==> src/rtl/opf_pkg.sv <==
package opf_pkg;
  typedef enum logic [1:0] {
    OPC_DUAL   = 2'd0,
    OPC_SQUARE = 2'd1,
    OPC_RECIP  = 2'd2,
    OPC_MOVE   = 2'd3
  } opc_e;

  // Bank demanded of the first source: need flag and bank value.
  function automatic logic [1:0] src1_rule(input opc_e op);
    case (op)
      OPC_DUAL:   src1_rule = 2'b10;
      OPC_SQUARE: src1_rule = 2'b10;
      OPC_RECIP:  src1_rule = 2'b11;
      default:    src1_rule = 2'b00;
    endcase
  endfunction
endpackage

==> src/rtl/opf_sel_decode.sv <==
module opf_sel_decode #(
  parameter int NUM_GEN = 10,
  parameter int IDX_W   = 4
) (
  input  logic [IDX_W:0]   sel,
  output logic             ok,
  output logic             fb,
  output logic             fb_ct,
  output logic             bank,
  output logic [IDX_W-1:0] idx
);
  localparam logic [IDX_W-1:0] C_CODE  = IDX_W'(NUM_GEN);
  localparam logic [IDX_W-1:0] CT_CODE = IDX_W'(NUM_GEN + 1);

  always_comb begin
    idx   = sel[IDX_W-1:0];
    bank  = sel[IDX_W];
    fb    = (idx == C_CODE) || (idx == CT_CODE);
    fb_ct = (idx == CT_CODE);
    ok    = (idx < C_CODE) || fb;
  end
endmodule

==> src/rtl/opf_rule_check.sv <==
module opf_rule_check
  import opf_pkg::*;
(
  input  logic       merge_mode,
  input  opc_e       op,
  input  logic       wr_en,
  input  logic [2:0] sel_ok,
  input  logic [2:0] sel_fb,
  input  logic [2:0] sel_bank,
  output logic       illegal
);
  logic [1:0] rule1;
  logic       bad1, bad2, badd, s2_used;

  always_comb begin
    rule1   = src1_rule(op);
    s2_used = (op == OPC_DUAL);
    bad1 = !sel_ok[0] ||
           (!merge_mode && !sel_fb[0] && rule1[1] && (sel_bank[0] != rule1[0]));
    bad2 = !sel_ok[1] ||
           (!merge_mode && !sel_fb[1] && (sel_bank[1] != 1'b1));
    badd = wr_en && !sel_ok[2];
    illegal = bad1 || (s2_used && bad2) || badd;
  end
endmodule

==> src/rtl/opf_storage.sv <==
module opf_storage #(
  parameter int DW      = 64,
  parameter int NUM_GEN = 10,
  parameter int IDX_W   = 4,
  parameter int NRD     = 2
) (
  input  logic                clk,
  input  logic                rst_n,
  input  logic                merge_mode,
  input  logic                we,
  input  logic                w_fb,
  input  logic                w_ct,
  input  logic                w_bank,
  input  logic [IDX_W-1:0]    w_idx,
  input  logic [DW-1:0]       w_data,
  input  logic [NRD-1:0]      r_ok,
  input  logic [NRD-1:0]      r_fb,
  input  logic [NRD-1:0]      r_ct,
  input  logic [NRD-1:0]      r_bank,
  input  logic [IDX_W-1:0]    r_idx  [NRD],
  output logic [DW-1:0]       r_data [NRD]
);
  logic [DW-1:0] bank_a [NUM_GEN];
  logic [DW-1:0] bank_b [NUM_GEN];
  logic [DW-1:0] fb_c, fb_ct;

  always_ff @(posedge clk or negedge rst_n) begin
    if (!rst_n) begin
      for (int i = 0; i < NUM_GEN; i++) begin
        bank_a[i] <= '0;
        bank_b[i] <= '0;
      end
      fb_c  <= '0;
      fb_ct <= '0;
    end else if (we) begin
      if (w_fb) begin
        if (w_ct) fb_ct <= w_data;
        else      fb_c  <= w_data;
      end else begin
        for (int i = 0; i < NUM_GEN; i++) begin
          if (w_idx == IDX_W'(i)) begin
            if (merge_mode || !w_bank) bank_a[i] <= w_data;
            if (merge_mode ||  w_bank) bank_b[i] <= w_data;
          end
        end
      end
    end
  end

  for (genvar p = 0; p < NRD; p++) begin : g_rd
    logic          hit;
    logic [DW-1:0] stored;
    always_comb begin
      stored = '0;
      if (r_fb[p]) begin
        stored = r_ct[p] ? fb_ct : fb_c;
      end else begin
        for (int i = 0; i < NUM_GEN; i++) begin
          if (r_idx[p] == IDX_W'(i))
            stored = (merge_mode || !r_bank[p]) ? bank_a[i] : bank_b[i];
        end
      end
      if (r_fb[p] || w_fb)
        hit = r_fb[p] && w_fb && (r_ct[p] == w_ct);
      else
        hit = (r_idx[p] == w_idx) && (merge_mode || (r_bank[p] == w_bank));
      if (!r_ok[p])        r_data[p] = '0;
      else if (we && hit)  r_data[p] = w_data;
      else                 r_data[p] = stored;
    end
  end
endmodule

==> src/rtl/opnd_regfile.sv <==
module opnd_regfile
  import opf_pkg::*;
#(
  parameter int DW      = 64,
  parameter int NUM_GEN = 10,
  parameter int IDX_W   = 4
) (
  input  logic            clk,
  input  logic            rst_n,
  input  logic            merge_mode,
  input  logic [1:0]      op_class,
  input  logic [IDX_W:0]  src1_sel,
  input  logic [IDX_W:0]  src2_sel,
  input  logic [IDX_W:0]  dst_sel,
  input  logic            wr_en,
  input  logic [DW-1:0]   wr_data,
  output logic [DW-1:0]   rd1_data,
  output logic [DW-1:0]   rd2_data,
  output logic            illegal,
  output logic            err_flag
);
  localparam int NSEL = 3;

  logic [IDX_W:0]   sel_in [NSEL];
  logic [NSEL-1:0]  s_ok, s_fb, s_ct, s_bank;
  logic [IDX_W-1:0] s_idx [NSEL];
  logic [IDX_W-1:0] r_idx [2];
  logic [DW-1:0]    r_data [2];
  logic             wr_ok;

  assign sel_in[0] = src1_sel;
  assign sel_in[1] = src2_sel;
  assign sel_in[2] = dst_sel;

  for (genvar k = 0; k < NSEL; k++) begin : g_dec
    opf_sel_decode #(.NUM_GEN(NUM_GEN), .IDX_W(IDX_W)) u_dec (
      .sel   (sel_in[k]),
      .ok    (s_ok[k]),
      .fb    (s_fb[k]),
      .fb_ct (s_ct[k]),
      .bank  (s_bank[k]),
      .idx   (s_idx[k])
    );
  end

  opf_rule_check u_rules (
    .merge_mode (merge_mode),
    .op         (opc_e'(op_class)),
    .wr_en      (wr_en),
    .sel_ok     (s_ok),
    .sel_fb     (s_fb),
    .sel_bank   (s_bank),
    .illegal    (illegal)
  );

  assign wr_ok    = wr_en && !illegal;
  assign r_idx[0] = s_idx[0];
  assign r_idx[1] = s_idx[1];

  opf_storage #(.DW(DW), .NUM_GEN(NUM_GEN), .IDX_W(IDX_W), .NRD(2)) u_store (
    .clk        (clk),
    .rst_n      (rst_n),
    .merge_mode (merge_mode),
    .we         (wr_ok),
    .w_fb       (s_fb[2]),
    .w_ct       (s_ct[2]),
    .w_bank     (s_bank[2]),
    .w_idx      (s_idx[2]),
    .w_data     (wr_data),
    .r_ok       (s_ok[1:0]),
    .r_fb       (s_fb[1:0]),
    .r_ct       (s_ct[1:0]),
    .r_bank     (s_bank[1:0]),
    .r_idx      (r_idx),
    .r_data     (r_data)
  );

  assign rd1_data = r_data[0];
  assign rd2_data = r_data[1];

  always_ff @(posedge clk or negedge rst_n) begin
    if (!rst_n)       err_flag <= 1'b0;
    else if (illegal) err_flag <= 1'b1;
  end
endmodule

==> config.mk <==
export PLATFORM = sky130hd
export DESIGN_NAME = opnd_regfile
export DESIGN_NICKNAME = d
export VERILOG_FILES = /design/src/rtl/opf_pkg.sv /design/src/rtl/opf_sel_decode.sv /design/src/rtl/opf_rule_check.sv /design/src/rtl/opf_storage.sv /design/src/rtl/opnd_regfile.sv
export SDC_FILE = /design/constraint.sdc
export NUM_CORES = 2
export LEC_CHECK = 0
export BUFFER_PORTS_ARGS = -buffer_cell sky130_fd_sc_hd__buf_2
export CELL_PAD_IN_SITES_DETAIL_PLACEMENT = 1
export CELL_PAD_IN_SITES_GLOBAL_PLACEMENT = 1
export CORE_MARGIN = 2
export CORE_UTILIZATION = 50
export CTS_CLUSTER_DIAMETER = 40
export DETAILED_ROUTE_END_ITERATION = 10
export HOLD_SLACK_MARGIN = 0.1
export PLACE_DENSITY_LB_ADDON = 0.25
export RECOVER_POWER = 100
export SLEW_MARGIN = 20
export SYNTH_ARGS = -nofsm -noshare
export SYNTH_HDL_FRONTEND = slang
export SYNTH_SLANG_ARGS = --single-unit
==> constraint.sdc <==
create_clock -name clk -period 4.4 [get_ports clk]
set_clock_uncertainty 0.15 [all_clocks]
set_input_delay 0.88 -clock clk [delete_from_list [all_inputs] [get_ports clk]]
set_output_delay 0.88 -clock clk [all_outputs]
set_load 0.01 [all_outputs]
==> metrics.yaml <==
hold_path:
  hold_class: "input pin to register"
  min-delay-start: "wr_data[62]"
  holdPathEnd: "u_store.fb_c[62]"
  hold_depth: 2
logic_synthesis:
  netlist_instances: 7814
  ys_seq_area_share_pct: 45.0
  ys_warn_count: 0
  syn_nets: 7899
  synth_largest_area_cell: "dfrtp_1"
  synth-edff-count: 0
  synth_area_sq_mm: 0.0783
  synth_top_area_share_pct: 45.0
  synthTopCellsByArea: "dfrtp_1, mux2_2, nand2_1"
  avgSynthCellArea_sq_um: 10.0
  async_reset_ff_share_pct: 100
  ys_seq_elements: 1409
  synthDistinctLibCells: 60
  ys.flop_type: "dfrtp_1"
sta:
  tightest_slew_ns: 2.37
  setup_viol_count_final: 387
  slew_viol_final: 765
  min_period_ns: 6.07
  hold_viol: 0
  rsz0062_at_grt: "true"
  clock.fmax_ghz: 0.165
  fin_setup_tns_ns: -42.84
  timing.final.crit_share_pct: 138
  slew_headroom_pct: -58.3
  setup_ws_ns: -1.67
grt:
  grt_pass1_wl_mm: 522
  first_global_vias: 77795
  antenna_found_initial: 32
  grt_usage_pct: 44.1
  gr-total-overflow: 0
  grt_max_degree: 117
power:
  power_switching_mw: 14.7
  powerDensity_mw_per_mm2: 485
  power.static_leakage_nw: 42.1
  swShare_pct: 31.4
  vdd_drop_max_v: 0.000500
  p_int_mw: 32.1
  p_comb_share_pct: 18.9
  power_mw: 46.9
  clockPowerShare_pct: 42.4
  seqPwrFrac_pct: 38.8
final_layout:
  regArea_sq_mm: 0.0353
  multi_input_area_sq_mm: 0.0420
  fillers: 16023
  drive_gt1_share_pct: 35.4
  fin_util_pct: 62.0
  syn2layout_area_growth_pct: 23.3
  nets: 8198
drt:
  vias: 75966
  remaining_drc_errors: 0
  wl_per_cell_um: 37.1
  wirelength_mm: 385
  first_iter_violations: 10682
  via_per_inst: 7.31
  ant_nets: 0
  drt-pass1-iter-count: 9
floorplanning:
  placeableCoreArea_sq_mm: 0.156
  io_pins: 215
  die_h_um: 400
  initial_utilization_pct: 50.3
  rows: 145
  die_x_um: 400
  die_area_sq_mm: 0.160
critical_path:
  r2r_end: "u_store.bank_a[574]"
  r2r_start: "u_store.bank_a[574]"
  reg2reg_depth: 1
  startpoint_type: "input pin"
  path_class: "input pin to output port"
  cp.arrival_ns: 5.04
  critPathCaptureType: "output port"
  critPathMaxFanout: 8
  rrSetupSlack_ns: 3.05
  worstPathRequired_ns: 3.37
clocking:
  clock_path_buffers: 3
  clk_pin_slew_ns: 0.06
  cts_max_level: 4
  numClockSinks: 1409
  clk_latency_ns: 0.88
  cts_tree: "done"
  cts_root_buf: "clkbuf_16"
  cts_inserted_buffers: 232
run_status:
  status: "complete, but fails checks"
  violations: "max-capacitance violations, max-slew violations, negative setup slack"
placement:
  detailed_place_hpwl_mm: 197
  gp_congestion: 0.894
  portBuffers: 214
flow_run:
  cap_violations: 21
[cell families after synthesis]
logic type	count (synthesis)	synth area share [%]
compound gates	976	7.98
xor+xnor	7	0.0783
buf+inv	771	4.14
flops	1409	45.0
mux	1797	27.1
simple gates	2854	15.7
[cells in the mapped netlist (95+ instances only)]
cell and instances:
a31oi_1 95, nand2_1 1820, nand3_1 415, mux2_2 1335, nor2_1 197, nor4_1 176, mux4_2 119, nor3_1 106
a21oi_1 446, clkbuf_1 475, o2111ai_1 104, mux2i_1 256, dfrtp_1 1409, buf_2 201
[how the worst max path moves through the flow]
stage	startpoint	end	slack, ns	cells after the start
after global routing	merge_mode	rd2_data[63]	-1.42	13
after global placement	merge_mode	rd2_data[13]	-0.45	11
final	merge_mode	rd2_data[63]	-1.67	13
after floorplan	src2_sel[2]	rd2_data[15]	0.22	10
after CTS	merge_mode	rd2_data[40]	-0.009	12
after detailed placement	merge_mode	rd2_data[40]	-0.50	12
[registers in the layout, summed over array words and instances (netlist names)]
signal / cells
u_store.fb_c: 64
err_flag: 1
u_store.fb_ct: 64
u_store.bank_b: 640
u_store.bank_a: 640
[worst max-delay path, stage by stage]
cell	delay, ns
buf_12	0.10
nand2b_4	0.24
buf_4	0.17
buf_12	0.14
buf_4	0.21
mux2i_2	0.77
o2bb2ai_2	0.17
a2111oi_2	0.41
a311oi_1	0.12
o311ai_1	1.16
buf_4	0.37
a21oi_1	0.11
buf_2	0.15
[power by group through the flow]
stage,Clock [mW],Sequential (mW),Combinational (mW)
6_report,19.9,18.2,8.85
5_1_grt,20.4,18.3,9.27
4_1_cts,19.7,17.8,8.03
3_5_place_dp,0,17.9,7.64
3_3_place_gp,0,17.6,7.25
2_1_floorplan,0,17.2,5.18
[cells in the final DEF, fill, tap and decap left out, types with 25 or more instances in the layout]
master      Yosys  layout
buf_2         201     198
a21oi_2         0      42
a311oi_1       64      49
buf_4          24     287
nor3_1        106     105
a21oi_1       446     400
buf_6           1      51
nor4_1        176     110
clkbuf_2        0      37
mux2_2       1335    1307
bufinv_16       0      38
nand3_1       415     418
clkinv_4        0      25
nor4_2          0      63
buf_12          0     140
nor2_1        197     198
mux4_2        119     119
o2111ai_2       0      39
dfrtp_1      1409    1409
o2111ai_1     104      57
a31oi_1        95      91
clkinv_2        0      34
a211oi_1       75      70
clkbuf_1      475      61
clkinvlp_4      0      29
clkbuf_16       0     249
mux2_1         87     115
and3_1         58      54
clkbuf_4        0      25
o22ai_1        67      63
nand2_1      1820    1813
mux2i_1       256     252
[metrics by stage]
step                      setup slack [ns]  hold slack [ns]  cells  instance area, sq um
after global routing                 -1.42            0.291  10377                 96600
after CTS                         -0.00931            0.236  10315                 95000
after global placement              -0.453            0.297   9848                 85400
after detailed placement            -0.500            0.303   9848                 85400
final                                -1.67            0.297  10390                 96600
after floorplan                      0.220            0.314   7814                 78300
[per-layer routing]
metal | share of wire (%) | GRT usage (%) | vias to the layer above
met2 | 42 | 64.8 | 6527
li1 | - | - | 28588
met3 | 14 | 14.9 | 2484
met1 | 34 | 54.6 | 38329
met4 | 9.3 | 31.1 | 38
met5 | 0.12 | 0 | -
[final cells by class]
cell class              instances  area share [%]
clock buffers                 282            6.46
well taps                    2058            2.66
clock inverters               153            2.17
flip-flops and latches       1409            36.5
repair buffers                830            8.73
multi-input cells            5634            43.4
inverters                       6          0.0259
diodes                         18          0.0466
[what timing repair did]
item                       CTS  global route
hold endpoints to repair    75             0
hold buffers                 1             0
pin swaps                   40           116
setup endpoints to repair  123           125
setup buffers               20            54
gates cloned                11            14
gates resized for setup    154           349
No activity file was read; power rests on OpenSTA's default activity.
